$ cat config.mk
export PLATFORM = sky130hd
export DESIGN_NAME = irq_aggregator
export DESIGN_NICKNAME = d
export VERILOG_FILES = /design/src/rtl/irq_agg_pkg.sv /design/src/rtl/irq_first_set.sv /design/src/rtl/irq_core_view.sv /design/src/rtl/irq_aggregator.sv
export SDC_FILE = /design/constraint.sdc
export NUM_CORES = 1
export LEC_CHECK = 0
export ABC_AREA = 1
export BUFFER_PORTS_ARGS = -buffer_cell sky130_fd_sc_hd__buf_4
export CORE_MARGIN = 10
export CORE_UTILIZATION = 40
export DETAILED_ROUTE_END_ITERATION = 8
export GPL_TIMING_DRIVEN = 1
export MAX_ROUTING_LAYER = met4
export PLACE_DENSITY = 0.56
export SETUP_SLACK_MARGIN = 0.3
export SLEW_MARGIN = 20
export SYNTH_ARGS = -nofsm -noshare
export SYNTH_HDL_FRONTEND = slang
export SYNTH_SLANG_ARGS = --single-unit
$ cat constraint.sdc
create_clock -name clk -period 8.1 [get_ports clk]
set_clock_uncertainty 0.05 [all_clocks]
set_input_delay 0.405 -clock clk [delete_from_list [all_inputs] [get_ports clk]]
set_output_delay 0.405 -clock clk [all_outputs]
set_load 0.01 [all_outputs]
$ cat src/rtl/irq_agg_pkg.sv
package irq_agg_pkg;
   localparam logic [15:0] EV_NONE = 16'd0;
   localparam logic [15:0] EV_LINE = 16'd1;
   localparam logic [15:0] EV_IPI  = 16'd4;

   localparam logic [15:0] A_INFO     = 16'h0004;
   localparam logic [15:0] A_WHOAMI   = 16'h2000;
   localparam logic [15:0] A_EVENT    = 16'h2004;
   localparam logic [15:0] A_IPI_SEND = 16'h2008;
   localparam logic [15:0] A_IPI_ACK  = 16'h200C;
   localparam logic [15:0] A_IPI_UNMK = 16'h2028;
   localparam logic [3:0]  ROUTE_PAGE = 4'h3;
   localparam logic [6:0]  BANK_PAGE  = 7'h20;   // 0x4000 >> 9

   localparam logic [1:0] BK_PEND_SET = 2'd0;
   localparam logic [1:0] BK_PEND_CLR = 2'd1;
   localparam logic [1:0] BK_MASK_SET = 2'd2;
   localparam logic [1:0] BK_MASK_CLR = 2'd3;
endpackage

$ cat src/rtl/irq_first_set.sv
module irq_first_set #(
   parameter int W     = 64,
   parameter int IDX_W = 6
) (
   input  logic [W-1:0]     vec,
   output logic             found,
   output logic [IDX_W-1:0] idx
);
   always_comb begin
      found = |vec;
      idx   = '0;
      for (int i = W - 1; i >= 0; i--) begin
         if (vec[i]) idx = IDX_W'(i);
      end
   end
endmodule

$ cat src/rtl/irq_core_view.sv
module irq_core_view
   import irq_agg_pkg::*;
#(
   parameter int NUM_LINES = 64,
   parameter int LINE_W    = 6
) (
   input  logic [NUM_LINES-1:0] live,
   input  logic [NUM_LINES-1:0] routed,
   input  logic                 ipi_live,
   output logic [15:0]          ev_kind,
   output logic [15:0]          ev_num,
   output logic                 irq
);
   logic [NUM_LINES-1:0] qual;
   logic                 any_line;
   logic [LINE_W-1:0]    first;

   assign qual = live & routed;

   irq_first_set #(.W(NUM_LINES), .IDX_W(LINE_W)) u_first (
      .vec(qual), .found(any_line), .idx(first)
   );

   always_comb begin
      if (ipi_live) begin
         ev_kind = EV_IPI;
         ev_num  = 16'd1;
      end else if (any_line) begin
         ev_kind = EV_LINE;
         ev_num  = 16'(first);
      end else begin
         ev_kind = EV_NONE;
         ev_num  = 16'd0;
      end
   end

   assign irq = ipi_live | any_line;
endmodule

$ cat src/rtl/irq_aggregator.sv
module irq_aggregator
   import irq_agg_pkg::*;
#(
   parameter int NUM_CORES = 4,
   parameter int NUM_LINES = 64,
   localparam int CORE_W   = (NUM_CORES > 1) ? $clog2(NUM_CORES) : 1,
   localparam int LINE_W   = $clog2(NUM_LINES),
   localparam int WORDS    = NUM_LINES / 32
) (
   input  logic                 clk,
   input  logic                 rst_n,
   input  logic [NUM_LINES-1:0] hw_line,
   input  logic                 bus_valid,
   input  logic                 bus_write,
   input  logic [15:0]          bus_addr,
   input  logic [31:0]          bus_wdata,
   input  logic [CORE_W-1:0]    bus_core,
   output logic [31:0]          bus_rdata,
   output logic [NUM_CORES-1:0] core_irq
);
   if (NUM_LINES % 32 != 0 || NUM_LINES < 32 || NUM_LINES > 1024) begin : g_bad_lines
      $error("NUM_LINES must be a multiple of 32 in 32..1024");
   end
   if (NUM_CORES < 1 || NUM_CORES > 32) begin : g_bad_cores
      $error("NUM_CORES must be in 1..32");
   end

   logic [NUM_LINES-1:0] mask_q, swp_q;
   logic [NUM_CORES-1:0] route_q [NUM_LINES];
   logic [NUM_CORES-1:0] ipi_pend_q, ipi_mask_q;

   logic [NUM_LINES-1:0] live;
   logic [15:0]          ev_kind [NUM_CORES];
   logic [15:0]          ev_num  [NUM_CORES];

   assign live = (hw_line | swp_q) & ~mask_q;

   for (genvar c = 0; c < NUM_CORES; c++) begin : g_core
      logic [NUM_LINES-1:0] col;
      always_comb begin
         for (int n = 0; n < NUM_LINES; n++) col[n] = route_q[n][c];
      end
      irq_core_view #(.NUM_LINES(NUM_LINES), .LINE_W(LINE_W)) u_view (
         .live(live), .routed(col),
         .ipi_live(ipi_pend_q[c] & ~ipi_mask_q[c]),
         .ev_kind(ev_kind[c]), .ev_num(ev_num[c]), .irq(core_irq[c])
      );
   end

   // address decode
   logic              rd, wr, core_ok, route_hit, bank_hit;
   logic [LINE_W-1:0] route_idx;
   logic [1:0]        bank_sel;
   int                bank_lsb;
   logic [15:0]       my_kind, my_num;

   assign rd        = bus_valid & ~bus_write;
   assign wr        = bus_valid & bus_write;
   assign core_ok   = (int'(bus_core) < NUM_CORES);
   assign route_hit = (bus_addr[15:12] == ROUTE_PAGE) &&
                      ({4'b0, bus_addr[11:0]} < 16'(4 * NUM_LINES));
   assign route_idx = bus_addr[LINE_W+1:2];
   assign bank_hit  = (bus_addr[15:9] == BANK_PAGE) && (int'(bus_addr[6:2]) < WORDS);
   assign bank_sel  = bus_addr[8:7];
   assign bank_lsb  = 32 * int'(bus_addr[6:2]);
   assign my_kind   = core_ok ? ev_kind[bus_core] : EV_NONE;
   assign my_num    = core_ok ? ev_num[bus_core]  : 16'd0;

   always_comb begin
      bus_rdata = '0;
      if (rd) begin
         if (bus_addr == A_INFO)        bus_rdata = {16'd0, 16'(NUM_LINES)};
         else if (bus_addr == A_WHOAMI) bus_rdata = 32'(bus_core);
         else if (bus_addr == A_EVENT)  bus_rdata = {my_kind, my_num};
         else if (route_hit)            bus_rdata = 32'(route_q[route_idx]);
         else if (bank_hit)
            bus_rdata = bank_sel[1] ? mask_q[bank_lsb +: 32] : swp_q[bank_lsb +: 32];
      end
   end

   always_ff @(posedge clk or negedge rst_n) begin
      if (!rst_n) begin
         mask_q     <= '1;
         swp_q      <= '0;
         ipi_pend_q <= '0;
         ipi_mask_q <= '0;
         for (int n = 0; n < NUM_LINES; n++) route_q[n] <= '0;
      end else if (wr) begin
         if (bus_addr == A_IPI_SEND)
            ipi_pend_q <= ipi_pend_q | bus_wdata[NUM_CORES-1:0];
         else if (bus_addr == A_IPI_ACK && bus_wdata[0] && core_ok)
            ipi_pend_q[bus_core] <= 1'b0;
         else if (bus_addr == A_IPI_UNMK && bus_wdata[0] && core_ok)
            ipi_mask_q[bus_core] <= 1'b0;
         else if (route_hit)
            route_q[route_idx] <= bus_wdata[NUM_CORES-1:0];
         else if (bank_hit) begin
            for (int b = 0; b < 32; b++) begin
               if (bus_wdata[b]) begin
                  case (bank_sel)
                     BK_PEND_SET: swp_q[bank_lsb + b]  <= 1'b1;
                     BK_PEND_CLR: swp_q[bank_lsb + b]  <= 1'b0;
                     BK_MASK_SET: mask_q[bank_lsb + b] <= 1'b1;
                     default:     mask_q[bank_lsb + b] <= 1'b0;
                  endcase
               end
            end
         end
      end else if (rd && bus_addr == A_EVENT && core_ok) begin
         if (my_kind == EV_IPI)       ipi_mask_q[bus_core]       <= 1'b1;
         else if (my_kind == EV_LINE) mask_q[my_num[LINE_W-1:0]] <= 1'b1;
      end
   end
endmodule

==> results.toml, run 1 <==
[place]
gp_congestion = 1.036
portBuffers = 153
dp_hpwl_um = 88550
dp.cells = 4621

[power]
combinationalPowerShare_pct = 21.4
peakVddDrop_uv = 157.9
power_density_mw_per_mm2 = 200.1
p_sw_uw = 1914
p_clk_share_pct = 39.1
finalPower_uw = 5691
power_frac_seq_pct = 39.5
swShare_pct = 33.63
power.leakage_uw = 0.01433
internal_power_uw = 3777

[grt]
grt_max_degree = 160
grt_pass1_vias = 24980
grt_pass1_wl_um = 171900
antenna_found_initial = 1
overflow = 0
grt_usage_pct = 32.25

[sta]
worst_pin_slew_ps = 1201
max_freq_mhz = 149.8
relSlewSlack_pct = 19.10
rsz0062_at_grt = "no"
post-route-period-util_pct = 82.40
setup_tns_ps = 0
hold_violations = 0
period_minus_slack_ps = 6675
maxSlewViolCount = 0
setup_viol = 0

[cells_and_area]
area_growth_pct = 13.39
multiInputGateArea_mm2 = 0.01345
ff_latch_area_mm2 = 0.009889
final_core_util_pct = 45.91
diodes = 0
fill_cells = 6588
layoutNonFillerInstCount = 4703
fin_nets = 3951
drive_gt1_share_pct = 11.95

[logic_synthesis]
syn-num-nets = 3889
yosys_warnings = 0
synth_edf_count = 0
async_flop_share_pct = 100.0
ys_seq_elements = 392
yosys_most_used_dff = "dfrtp_1"
syn_area_mm2 = 0.02508
ys_types = 54
synth_top_area_share_pct = 32.73
synth_top_cell_by_area = "dfrtp_1"
syn_area_per_cell_um2 = 6.650
syn_inst = 3771
ys_seq_area_share_pct = 39.44
ys_top_cells_by_area = "dfrtp_1 33%, nand2_1 20%, dfstp_2 6.7%"

[setup_path]
path_common_cell = "nand2_1"
r2r_cells = 73
cp_slowest_cell = "dfstp_2"
start_kind = "flip-flop"
cp_data_required_time_ps = 7650
endpoint_kind = "output port"
arrival_ps = 6220
rrSetupSlack_ps = 2230
worstPathMaxFanout = 20
criticalPathCategory = "reg -> out"
max_stage_delay_ps = 570

[worst_hold_path]
holdPathStages = 3
min_path_type = "in -> reg"

[clock_network]
cts_root_buffer = "clkbuf_16"
numCtsBuffers = 46
clk_latency_ps = 610
post-cts-setup-buffer-count = 0
cts_buffer_depth = 3
tritoncts = "yes"
cts_resized = 0
htreeDepth = 2
clkSlewWorstSetupHoldPaths_ps = 70
cts.sinks = 392
hold_buffers = 1

[flow_run]
drv_cap = 0

[floorplanning]
initial_core_util_pct = 40.49
dieArea_mm2 = 0.07311
io_pins = 154
row_count = 91
core_area_mm2 = 0.06194
fp.dieH_um = 270.4
die_w_um = 270.4

[drt]
drtIter0Drc = 3622
drc_errors = 0
vias = 27080
via_per_inst = 5.758
routed_wl_um = 119000
firstDrtPassIters = 6
drtAntennaViolNets = 0
wire_per_inst_um = 25.30

[run_status]
status = "finished clean"
## cells by family (layout without fill, tap and decap cells)
kind of cell | after synthesis | after routing | share of synthesized area [%]
simple gates | 2081 | 2081 | 33.45
compound gates | 851 | 851 | 19.86
buf+inv | 447 | 542 | 7.254
flops | 392 | 392 | 39.44
## layout make-up
cell class | count | share of cell area, %
Clock buffer | 58 | 4.453
Clock inverter | 23 | 1.074
Inverter | 274 | 3.635
Multi-Input combinational cell | 2932 | 47.32
Sequential cell | 392 | 34.78
Tap cell | 837 | 3.683
Timing Repair Buffer | 187 | 5.060
## per-layer routing
| layer | wire [µm] | share of wire [%] | GRT usage, % |
|---|---|---|---|
| met1 | 51930 | 44 | 44.77 |
| met2 | 49260 | 41 | 44.86 |
| met3 | 12400 | 10 | 6.780 |
| met4 | 5386 | 4.5 | 13.04 |
| met5 | 0 | 0 | - |
## synth_stat cells, types with 31 or more instances
cell	instances
o21ai_0	107
nor2_1	441
o21ai_1	278
inv_1	237
dfrtp_1	328
nor3_1	110
nand2_1	1306
inv_2	31
dfstp_2	64
a21oi_1	194
nand3_1	110
o22ai_1	105
clkbuf_1	128
nand4_1	77
## cell usage in the layout, fill, tap and decap left out, types with 20 or more instances in the layout
master	n
a21boi_2	28
a21oi_1	194
a21oi_2	30
a31oi_1	21
buf_4	183
clkbuf_16	46
dfrtp_1	328
dfstp_2	64
inv_1	232
inv_2	36
nand2_1	1304
nand3_1	110
nand4_1	77
nor2_1	425
nor2_2	26
nor3_1	110
o21ai_0	105
o21ai_1	280
o22ai_1	105
o31ai_1	20
## final timing paths
path	to	startpoint
setup / recovery	bus_rdata[0]	flip-flop
hold / removal	flip-flop	bus_wdata[28]
setup reg to reg	flip-flop	flip-flop
hold reg to reg	ipi_pend_q[0]$_DFFE_PN0P_	ipi_pend_q[0]$_DFFE_PN0P_
max in group asynchronous	g_core[2].col[63]$_DFFE_PN0P_	rst_n
min in group asynchronous	g_core[3].col[9]$_DFFE_PN0P_	rst_n
## through the flow
stage,cell area (µm²),setup slack [ps],hold slack (ps)
after floorplan,25080,3578,59.41
after CTS,28420,1634,49.30
after global routing,28430,833.3,95.27
after detailed placement,26840,2185,433.4
final,28430,1425,81.93
after global placement,26840,2156,428.6
## power by group through the flow
stage               sequential, µW  clock [µW]  combinational [µW]
floorplan                     2240           0                 690
global placement              2280           0                1190
detailed placement            2280           0                1190
CTS                           2250        2250                1190
global route                  2260        2330                1290
finish                        2250        2220                1220
## worst max-delay path: cells and delay by family (launching register included)
kind,cells,cell delay [ps]
and+or+nand+nor,68,4460
AOI/OAI and AO/OA,1,320
DFF,1,570
buffers and inverters,2,230
No activity file was read; power rests on OpenSTA's default activity.
==> run 2: changes to the inputs <==
- clock period: 8.1 -> 6.2 ns (I/O delays scaled with it)
==> run 2 against run 1 <==
Effect of this change:
- non-clock buffer count is 42 higher
- cell area rose by 2.8%
- sequential share of layout area fell by 0.95 points
- register-to-register slack worse by 1600 ps
- global-route usage down 0.19 points
==> results.toml, run 2 (same netlist as run 1, synthesis figures left out) <==
[floorplanning]
row_count = 91
core_area_mm2 = 0.06194
io_pins = 154
fp.dieH_um = 270.4
dieArea_mm2 = 0.07311
die_w_um = 270.4
initial_core_util_pct = 40.49

[drt]
wire_per_inst_um = 25.28
via_per_inst = 5.716
drtAntennaViolNets = 0
vias = 27150
firstDrtPassIters = 8
drc_errors = 0
routed_wl_um = 120100
drtIter0Drc = 3356

[clock_network]
tritoncts = "yes"
numCtsBuffers = 46
htreeDepth = 2
clk_latency_ps = 610
cts_root_buffer = "clkbuf_16"
cts.sinks = 392
cts_buffer_depth = 3
clkSlewWorstSetupHoldPaths_ps = 70

[grt]
grt_max_degree = 167
overflow = 0
antenna_found_initial = 0
grt_pass1_wl_um = 171400
grt_pass1_vias = 25060
grt_usage_pct = 32.06

[sta]
worst_pin_slew_ps = 1351
max_freq_mhz = 166.4
maxSlewViolCount = 0
fin_ws_ps = 189.8
setup_viol = 0
rsz0062_at_grt = "yes"
post-route-period-util_pct = 96.94
hold_violations = 0
period_minus_slack_ps = 6010
relSlewSlack_pct = 9.014

[power]
power_frac_seq_pct = 38.6
combinationalPowerShare_pct = 22.2
swShare_pct = 33.97
p_clk_share_pct = 39.2
p_sw_uw = 2578
power.leakage_uw = 0.01461
peakVddDrop_uv = 196.2
internal_power_uw = 5012
power_density_mw_per_mm2 = 259.6

[run_status]
status = "finished clean"

[setup_path]
r2r_cells = 76
path_common_cell = "nand2_1"
max_stage_delay_ps = 350
worstPathMaxFanout = 4
cp_data_required_time_ps = 5840
arrival_ps = 5650
cp_slowest_cell = "dfrtp_1"
endpoint_kind = "output port"
start_kind = "flip-flop"
criticalPathCategory = "reg -> out"
rrSetupSlack_ps = 590

[place]
portBuffers = 153
place_area_mm2 = 0.02699
gp_congestion = 1.072
dp.cells = 4641
dp_hpwl_um = 87800
post-place-ws_ps = 635.8

[cells_and_area]
fill_cells = 6511
design_area_mm2 = 0.02924
ff_latch_area_mm2 = 0.009889
diodes = 0
area_growth_pct = 16.58
fin_nets = 3996
drive_gt1_share_pct = 14.16
mostFrequentLayoutCells = "1,285 x nand2_1, 426 x nor2_1, 328 x dfrtp_1"
layoutNonFillerInstCount = 4750
final_core_util_pct = 47.20
multiInputGateArea_mm2 = 0.01380
mostFrequentLayoutCell = "nand2_1"

[worst_hold_path]
min_path_type = "in -> reg"
holdPathStages = 3
hp-start = "bus_wdata[27]"

[flow_run]
drv_cap = 0
==> run 2: power groups by stage <==
stage                     combinational, µW  clock [µW]  sequential [µW]
after floorplan                         901           0             2930
after global placement                 1580           0             2970
after detailed placement               1580           0             2970
after CTS                              1590        2990             2930
after global routing                   1780        3080             2950
final                                  1680        2980             2930
==> run 2: area by class of cell <==
class / instances / area share [%]
flip-flops and latches: 392 / 33.83
repair buffers: 229 / 6.343
clock buffers: 60 / 4.459
multi-input cells: 2935 / 47.19
clock inverters: 23 / 1.036
inverters: 274 / 3.561
well taps: 837 / 3.582
==> run 2: worst max path at each step <==
stage                           start      endpoint  slack [ps]  cells after the start
after detailed placement  hw_line[63]     flip-flop         640                     74
final                       flip-flop  bus_rdata[0]         190                     69
after global placement    hw_line[59]     flip-flop         610                     72
after floorplan             flip-flop  bus_rdata[0]        1770                     71
after CTS                   flip-flop  bus_rdata[0]         300                     71
after global routing        flip-flop  bus_rdata[0]        -320                     71
==> run 2: timing repair <==
action | in CTS | in global routing
endpoints found under the setup margin | 1 | 66
gates cloned | 0 | 5
resized for setup | 11 | 73
hold endpoints to repair | 105 | 0
pin swaps | 1 | 35
hold buffers | 16 | 0
buffers inserted | 0 | 5
==> run 2: critical path: cells and delay by family, from the launching register on <==
family	cells	cell delay [ps]
buf+inv	1	130
simple gates	67	4310
compound gates	1	200
flops	1	350
==> run 2: routing by layer <==
metal,part of all wire (%),GRT usage (%),vias to the layer above
met5,0,-,-
met3,12,8.674,235
met1,43,43.62,12800
li1,-,-,12730
met4,4.2,11.97,0
met2,41,44.66,1390
==> run 2: through the flow <==
step,hold WS [ps],setup TNS (ps),power (µW)
after floorplan,-35.59,0,3831
after global placement,364.5,0,4543
after detailed placement,364.2,0,4542
after CTS,0.3612,0,7507
after global routing,30.34,-315.6,7812
final,19.98,0,7590
